`src/rtl/usd_pkg.sv`:
```
package usd_pkg;
  localparam int CMP_W = 15;

  localparam logic [CMP_W-1:0] A_KEY_LO = 15'h5555;
  localparam logic [CMP_W-1:0] A_KEY_HI = 15'h2AAA;

  localparam logic [7:0] D_KEY_A  = 8'hAA;
  localparam logic [7:0] D_KEY_B  = 8'h55;
  localparam logic [7:0] D_WPROG  = 8'hA0;
  localparam logic [7:0] D_ERSPRE = 8'h80;
  localparam logic [7:0] D_PIDIN  = 8'h90;
  localparam logic [7:0] D_SQIN   = 8'h88;
  localparam logic [7:0] D_SQPROG = 8'hA5;
  localparam logic [7:0] D_SQLOCK = 8'h85;
  localparam logic [7:0] D_IDOUT  = 8'hF0;
  localparam logic [7:0] D_WHOLE  = 8'h10;
  localparam logic [7:0] D_SECTOR = 8'h30;
  localparam logic [7:0] D_BLOCK  = 8'h50;
  localparam logic [7:0] D_HOLD   = 8'hB0;
  localparam logic [7:0] D_GO     = 8'h30;

  typedef enum logic [3:0] {
    S_IDLE, S_K1, S_K2, S_ARM_WP, S_ARM_SQP, S_ARM_SQL, S_E3, S_E4, S_E5
  } seq_state_e;

  typedef enum logic [3:0] {
    C_NONE = 4'd0, C_WPROG = 4'd1, C_SECTOR = 4'd2, C_BLOCK = 4'd3,
    C_WHOLE = 4'd4, C_PIDIN = 4'd5, C_SQIN = 4'd6, C_SQPROG = 4'd7,
    C_SQLOCK = 4'd8, C_IDOUT = 4'd9, C_HOLD = 4'd10, C_GO = 4'd11
  } cmd_e;

  function automatic logic cyc_hit(input logic [CMP_W-1:0] a, input logic [7:0] d,
                                   input logic [CMP_W-1:0] ea, input logic [7:0] ed);
    return (a == ea) && (d == ed);
  endfunction
endpackage

```
`src/rtl/usd_seq_fsm.sv`:
```
module usd_seq_fsm
  import usd_pkg::*;
(
  input  logic             clk,
  input  logic             rst_n,
  input  logic             wr_valid,
  input  logic [CMP_W-1:0] cmp_addr,
  input  logic [7:0]       wr_data,
  input  logic             busy,
  output seq_state_e       state,
  output logic             seq_fire,
  output cmd_e             seq_code,
  output logic             seq_step,
  output logic             seq_abort
);
  seq_state_e nxt;

  always_comb begin
    nxt      = state;
    seq_fire = 1'b0;
    seq_code = C_NONE;
    seq_step = 1'b0;
    if (busy) begin
      nxt = S_IDLE;
    end else if (wr_valid) begin
      nxt = S_IDLE;
      unique case (state)
        S_IDLE: if (cyc_hit(cmp_addr, wr_data, A_KEY_LO, D_KEY_A)) begin
          nxt = S_K1; seq_step = 1'b1;
        end
        S_K1: if (cyc_hit(cmp_addr, wr_data, A_KEY_HI, D_KEY_B)) begin
          nxt = S_K2; seq_step = 1'b1;
        end
        S_K2: if (cmp_addr == A_KEY_LO) begin
          unique case (wr_data)
            D_WPROG:  begin nxt = S_ARM_WP;  seq_step = 1'b1; end
            D_ERSPRE: begin nxt = S_E3;      seq_step = 1'b1; end
            D_SQPROG: begin nxt = S_ARM_SQP; seq_step = 1'b1; end
            D_SQLOCK: begin nxt = S_ARM_SQL; seq_step = 1'b1; end
            D_PIDIN:  begin seq_fire = 1'b1; seq_code = C_PIDIN; end
            D_SQIN:   begin seq_fire = 1'b1; seq_code = C_SQIN;  end
            D_IDOUT:  begin seq_fire = 1'b1; seq_code = C_IDOUT; end
            default:  ;
          endcase
        end
        S_ARM_WP:  begin seq_fire = 1'b1; seq_code = C_WPROG;  end
        S_ARM_SQP: begin seq_fire = 1'b1; seq_code = C_SQPROG; end
        S_ARM_SQL: begin seq_fire = 1'b1; seq_code = C_SQLOCK; end
        S_E3: if (cyc_hit(cmp_addr, wr_data, A_KEY_LO, D_KEY_A)) begin
          nxt = S_E4; seq_step = 1'b1;
        end
        S_E4: if (cyc_hit(cmp_addr, wr_data, A_KEY_HI, D_KEY_B)) begin
          nxt = S_E5; seq_step = 1'b1;
        end
        S_E5: begin
          if (cyc_hit(cmp_addr, wr_data, A_KEY_LO, D_WHOLE)) begin
            seq_fire = 1'b1; seq_code = C_WHOLE;
          end else if (wr_data == D_SECTOR) begin
            seq_fire = 1'b1; seq_code = C_SECTOR;
          end else if (wr_data == D_BLOCK) begin
            seq_fire = 1'b1; seq_code = C_BLOCK;
          end
        end
        default: nxt = S_IDLE;
      endcase
    end
  end

  assign seq_abort = wr_valid && !busy && (state != S_IDLE) && !seq_step && !seq_fire;

  always_ff @(posedge clk) begin
    if (!rst_n) state <= S_IDLE;
    else        state <= nxt;
  end
endmodule

```
`src/rtl/usd_single_detect.sv`:
```
module usd_single_detect
  import usd_pkg::*;
(
  input  logic       wr_valid,
  input  logic [7:0] wr_data,
  input  logic       busy,
  input  logic       in_idle,
  output logic       one_fire,
  output cmd_e       one_code
);
  always_comb begin
    one_fire = 1'b0;
    one_code = C_NONE;
    if (wr_valid && (busy || in_idle)) begin
      unique case (wr_data)
        D_HOLD:  begin one_fire = 1'b1; one_code = C_HOLD; end
        D_GO:    begin one_fire = 1'b1; one_code = C_GO;   end
        D_IDOUT: if (!busy) begin one_fire = 1'b1; one_code = C_IDOUT; end
        default: ;
      endcase
    end
  end
endmodule

```
`src/rtl/usd_cmd_reg.sv`:
```
module usd_cmd_reg
  import usd_pkg::*;
#(
  parameter int ADDR_W = 16
) (
  input  logic              clk,
  input  logic              rst_n,
  input  logic              fire,
  input  cmd_e              code,
  input  logic [ADDR_W-1:0] addr,
  input  logic [7:0]        data,
  output logic              cmd_valid,
  output logic [3:0]        cmd_code,
  output logic [ADDR_W-1:0] cmd_addr,
  output logic [7:0]        cmd_data
);
  always_ff @(posedge clk) begin
    if (!rst_n) begin
      cmd_valid <= 1'b0;
      cmd_code  <= 4'd0;
      cmd_addr  <= '0;
      cmd_data  <= '0;
    end else begin
      cmd_valid <= fire;
      cmd_code  <= fire ? code : C_NONE;
      if (fire) begin
        cmd_addr <= addr;
        cmd_data <= data;
      end
    end
  end
endmodule

```
`src/rtl/unlock_seq_decoder.sv`:
```
module unlock_seq_decoder
  import usd_pkg::*;
#(
  parameter int ADDR_W = 16
) (
  input  logic              clk,
  input  logic              rst_n,
  input  logic              wr_valid,
  input  logic [ADDR_W-1:0] wr_addr,
  input  logic [7:0]        wr_data,
  input  logic              busy,
  output logic              cmd_valid,
  output logic [3:0]        cmd_code,
  output logic [ADDR_W-1:0] cmd_addr,
  output logic [7:0]        cmd_data
);
  seq_state_e state;
  logic seq_fire, seq_step, seq_abort, one_fire, any_fire;
  cmd_e seq_code, one_code, any_code;

  usd_seq_fsm u_fsm (
    .clk(clk), .rst_n(rst_n), .wr_valid(wr_valid),
    .cmp_addr(wr_addr[CMP_W-1:0]), .wr_data(wr_data), .busy(busy),
    .state(state), .seq_fire(seq_fire), .seq_code(seq_code),
    .seq_step(seq_step), .seq_abort(seq_abort)
  );

  usd_single_detect u_one (
    .wr_valid(wr_valid), .wr_data(wr_data), .busy(busy),
    .in_idle(state == S_IDLE && !cyc_hit(wr_addr[CMP_W-1:0], wr_data, A_KEY_LO, D_KEY_A)),
    .one_fire(one_fire), .one_code(one_code)
  );

  assign any_fire = seq_fire | one_fire;
  assign any_code = seq_fire ? seq_code : one_code;

  usd_cmd_reg #(.ADDR_W(ADDR_W)) u_out (
    .clk(clk), .rst_n(rst_n), .fire(any_fire), .code(any_code),
    .addr(wr_addr), .data(wr_data), .cmd_valid(cmd_valid),
    .cmd_code(cmd_code), .cmd_addr(cmd_addr), .cmd_data(cmd_data)
  );
endmodule

```
`config.mk`:
```
export PLATFORM = sky130hd
export DESIGN_NAME = unlock_seq_decoder
export DESIGN_NICKNAME = d
export VERILOG_FILES = /design/src/rtl/usd_pkg.sv /design/src/rtl/usd_seq_fsm.sv /design/src/rtl/usd_single_detect.sv /design/src/rtl/usd_cmd_reg.sv /design/src/rtl/unlock_seq_decoder.sv
export SDC_FILE = /design/constraint.sdc
export NUM_CORES = 1
export LEC_CHECK = 0
export CORE_MARGIN = 3
export CORE_UTILIZATION = 46
export DETAILED_ROUTE_END_ITERATION = 10
export PLACE_DENSITY = 0.86
export SYNTH_ARGS = -nofsm -noshare
export SYNTH_HDL_FRONTEND = slang
export SYNTH_SLANG_ARGS = --single-unit
```
`constraint.sdc`:
```
create_clock -name clk -period 2.7 [get_ports clk]
set_input_delay 0.27 -clock clk [delete_from_list [all_inputs] [get_ports clk]]
set_output_delay 0.27 -clock clk [all_outputs]
set_load 0.1 [all_outputs]
```
==> results_dict.tcl <==
set metrics [dict create \
    fin_crit_sh_pct 89.0 \
    total_global_routing_overflow 0 \
    ctsHoldBuffers 0 \
    num-fill-cells 323 \
    worst_r2r_path_depth 6 \
    worstPathRequired_ps 2830 \
    buffer_type_at_the_clock_tree_root "clkbuf_8" \
    synth_seq_cells 33 \
    p_seq_share_pct 45.0 \
    grt_pass1_wl_um 7660 \
    floorplan.initialDensity_pct 48.9 \
    finalWorstPathRequiredPeriod_ps 2400 \
    number_of_buffers_created_by_cts 5 \
    total_core_area_um2 3740 \
    cts_tree "built" \
    drtIter0Drc 139 \
    rrSetupSlack_ps 300 \
    p_switching_mw 0.263 \
    fin_total_pwr_mw 1.08 \
    timing.max_slew.rel_slack_pct 31.3 \
    worstSetupEndpoint "u_out.cmd_data[6]$_SDFFE_PN0P_" \
    floorplan.io_pins 57 \
    cts_setup_buffers 0 \
    setup_viol_count_final 0 \
    crit_path_max_fanout 25 \
    post_synth.cell_area_avg_um2 8.10 \
    arrival_ps 2530 \
    pin_count_of_the_biggest_net_entering_global_routing 53 \
    critPathKind "reg2reg" \
    post_cts_sizing 0 \
    dr_total_vias 1772 \
    routedWlPerCell_um 13.8 \
    port_buffers 56 \
    setup-tns-final_ps 0 \
    final.setup_skew_ps 7.80 \
    die_h_um 69.1 \
    ys_async_sr_fraction_pct 0 \
    antenna_violating_nets_post_route 0 \
    rsz0062_at_grt "false" \
    clock_power_share_pct 43.9 \
    final_critical_path_setup_slack_ps 296 \
    clkTransAtPathRegs_ps 80 \
    seq_area_frac_synth_pct 36.1 \
    post_route_cells_drive_above_1_share_pct 17.7 \
    viasPerCell 5.35 \
    vdd_ir_max_uv 251 \
    power.share.switching_pct 24.2 \
    gp_routability_congestion 0.897 \
    detail_route.first_pass.iterations 4 \
    met3RoutedLength_um 288 \
    r2r-end "u_out.cmd_data[6]$_SDFFE_PN0P_" \
    area_growth_syn_to_layout_pct 35.1 \
    dpl.hpwl_um 3360 \
    hold_path_class "in2reg" \
    leakage_nw 1.10 \
    syn_inst 226 \
    crit_start "u_fsm.state[1]$_SDFFE_PP0P_" \
    nNetsFinal 310 \
    dr.max_layer_used "met4" \
    detail_route.wirelength.met1_um 2000 \
    cts_num_sinks 33 \
    yosysWarnings 0 \
    drv.max_cap_violation_count 0 \
    synth_enable_flop_cells 0 \
    vias_in_the_first_global_route 1626 \
    ctsHtreeMaxLevel 2 \
    track_usage_pct 19.5 \
    status "complete, no violations" \
    horizontal_extent_of_the_die_um 69.1 \
    max-clock-path-buffers 2 \
    totalWireLength_um 4570 \
    netlist-cell-type-count 41 \
    finalHoldViolCount 0 \
    critPathLaunchType "register" \
    row_count 22 \
    worst_r2r_startpoint "u_fsm.state[1]$_SDFFE_PP0P_" \
    antenna-diode-count 0 \
    power-per-cell-area_nw_per_um2 438 \
    maxClockFrequency_ghz 0.416 \
    slew_viols_final 0 \
    crit_end_element "register" \
    die_area_um2 4770 \
    pre_cts_slack_ps 69.7 \
    synth_nets 254 \
    clock_latency_ps 290 \
    internal_power_mw 0.821 \
    worstMarginPinSlew_ps 1030 \
    grt_antenna_before_repair 0 \
    postSynth.topFlopCell "dfxtp_1" \
    wl_met2_um 2230 \
    pwr-share-comb_pct 11.1 \
    drc_errors_left 0 \
    syn_area_um2 1830 \
]
[worst max-delay path, cell delays in order, from the launching register on]
cell,delay [ps]
dfxtp_1,560
nor4b_1,540
nand3_1,150
or3_1,370
o211ai_2,120
a21oi_4,280
mux2i_1,210
[state kept, by name (all words and copies together) (netlist names)]
signal and cells:
u_out.cmd_addr 16, u_out.cmd_data 8, u_out.cmd_code 4, u_fsm.state 4, u_out.cmd_valid 1
[worst min-delay path by stage]
stage                                               start                              end  cells after the start
after floorplan                                wr_addr[0]   u_out.cmd_addr[0]$_SDFFE_PN0P_                      2
after global placement    u_out.cmd_addr[15]$_SDFFE_PN0P_  u_out.cmd_addr[15]$_SDFFE_PN0P_                      2
after detailed placement   u_out.cmd_addr[0]$_SDFFE_PN0P_   u_out.cmd_addr[0]$_SDFFE_PN0P_                      2
after CTS                                           rst_n      u_fsm.state[0]$_SDFFE_PP0P_                      3
after global routing                                rst_n      u_fsm.state[0]$_SDFFE_PP0P_                      3
final                                               rst_n      u_fsm.state[2]$_SDFFE_PP0P_                      3
[cells in the final DEF, fill, tap and decap left out, types with 3 or more instances in the layout]
cell type        count
a21oi_1              9
buf_4               36
clkbuf_8             5
clkdlybuf4s50_1     26
dfxtp_1             33
mux2i_1             25
nand2_1             62
nand2b_1             5
nand3_1              5
nand4_1              3
nor2_1              14
nor2b_1              6
nor4b_1              3
nor4bb_1             6
o21a_1               4
o21ai_0              3
o21ai_1              3
[Yosys cell counts, types with 2 or more instances]
library cell   n  share of area (%)
a21oi_1        9                2.5
buf_6          3                1.8
clkbuf_1      11                2.3
dfxtp_1       33                 36
mux2i_1       25                 14
nand2_1       62                 13
nand2b_1       5                1.7
nand3_1        5                1.4
nand3b_1       2               0.82
nand4_1        3                1.0
nor2_1        14                2.9
nor2b_1        6                2.1
nor3_1         2               0.55
nor3b_1        2               0.82
nor4b_1        3                1.4
nor4bb_1       6                3.3
o21a_1         4                1.6
o21ai_0        3               0.82
o21ai_1        3               0.82
or2_1          2               0.68
or3_1          2               0.68
xnor2_1        2               0.96
[metrics by stage]
stage | cells | hold slack, ps | utilization [%] | instance area [um2]
floorplan | 226 | 409 | - | 1830
global placement | 323 | 446 | 63.0 | 2360
detailed placement | 323 | 454 | 63.0 | 2360
CTS | 331 | 409 | 66.1 | 2470
global route | 331 | 443 | 66.1 | 2470
finish | 331 | 402 | 66.1 | 2470
[power by group through the flow]
stage	logic, mW	registers (mW)	clock network [mW]
2_1_floorplan	0.0426	0.507	0
3_3_place_gp	0.118	0.499	0
3_5_place_dp	0.118	0.499	0
4_1_cts	0.119	0.488	0.480
5_1_grt	0.130	0.488	0.500
6_report	0.120	0.488	0.476
[layout make-up]
cell class	instances	area (um2)	area share [%]
Clock buffer	5	68.8	2.78
Clock inverter	3	46.3	1.87
Inverter	1	3.75	0.152
Multi-Input combinational cell	178	1100	44.4
Sequential cell	33	661	26.7
Tap cell	48	60.1	2.43
Timing Repair Buffer	63	536	21.6
[logic make-up (layout without fill, tap and decap cells)]
family | after synthesis | in the layout | synth area share [%]
buffers and inverters | 15 | 72 | 4.31
and+or+nand+nor | 123 | 123 | 34.9
xor gates and xnor gates | 2 | 2 | 0.957
AOI/OAI and AO/OA | 28 | 28 | 10.1
muxes | 25 | 25 | 13.7
DFF | 33 | 33 | 36.1
[metal layers]
layer	global-route usage [%]	vias up
met2	32.6	58
met1	24.6	815
met5	0	-
met3	4.52	4
li1	-	895
met4	6.51	0
Power figures use the tool's default switching activity.
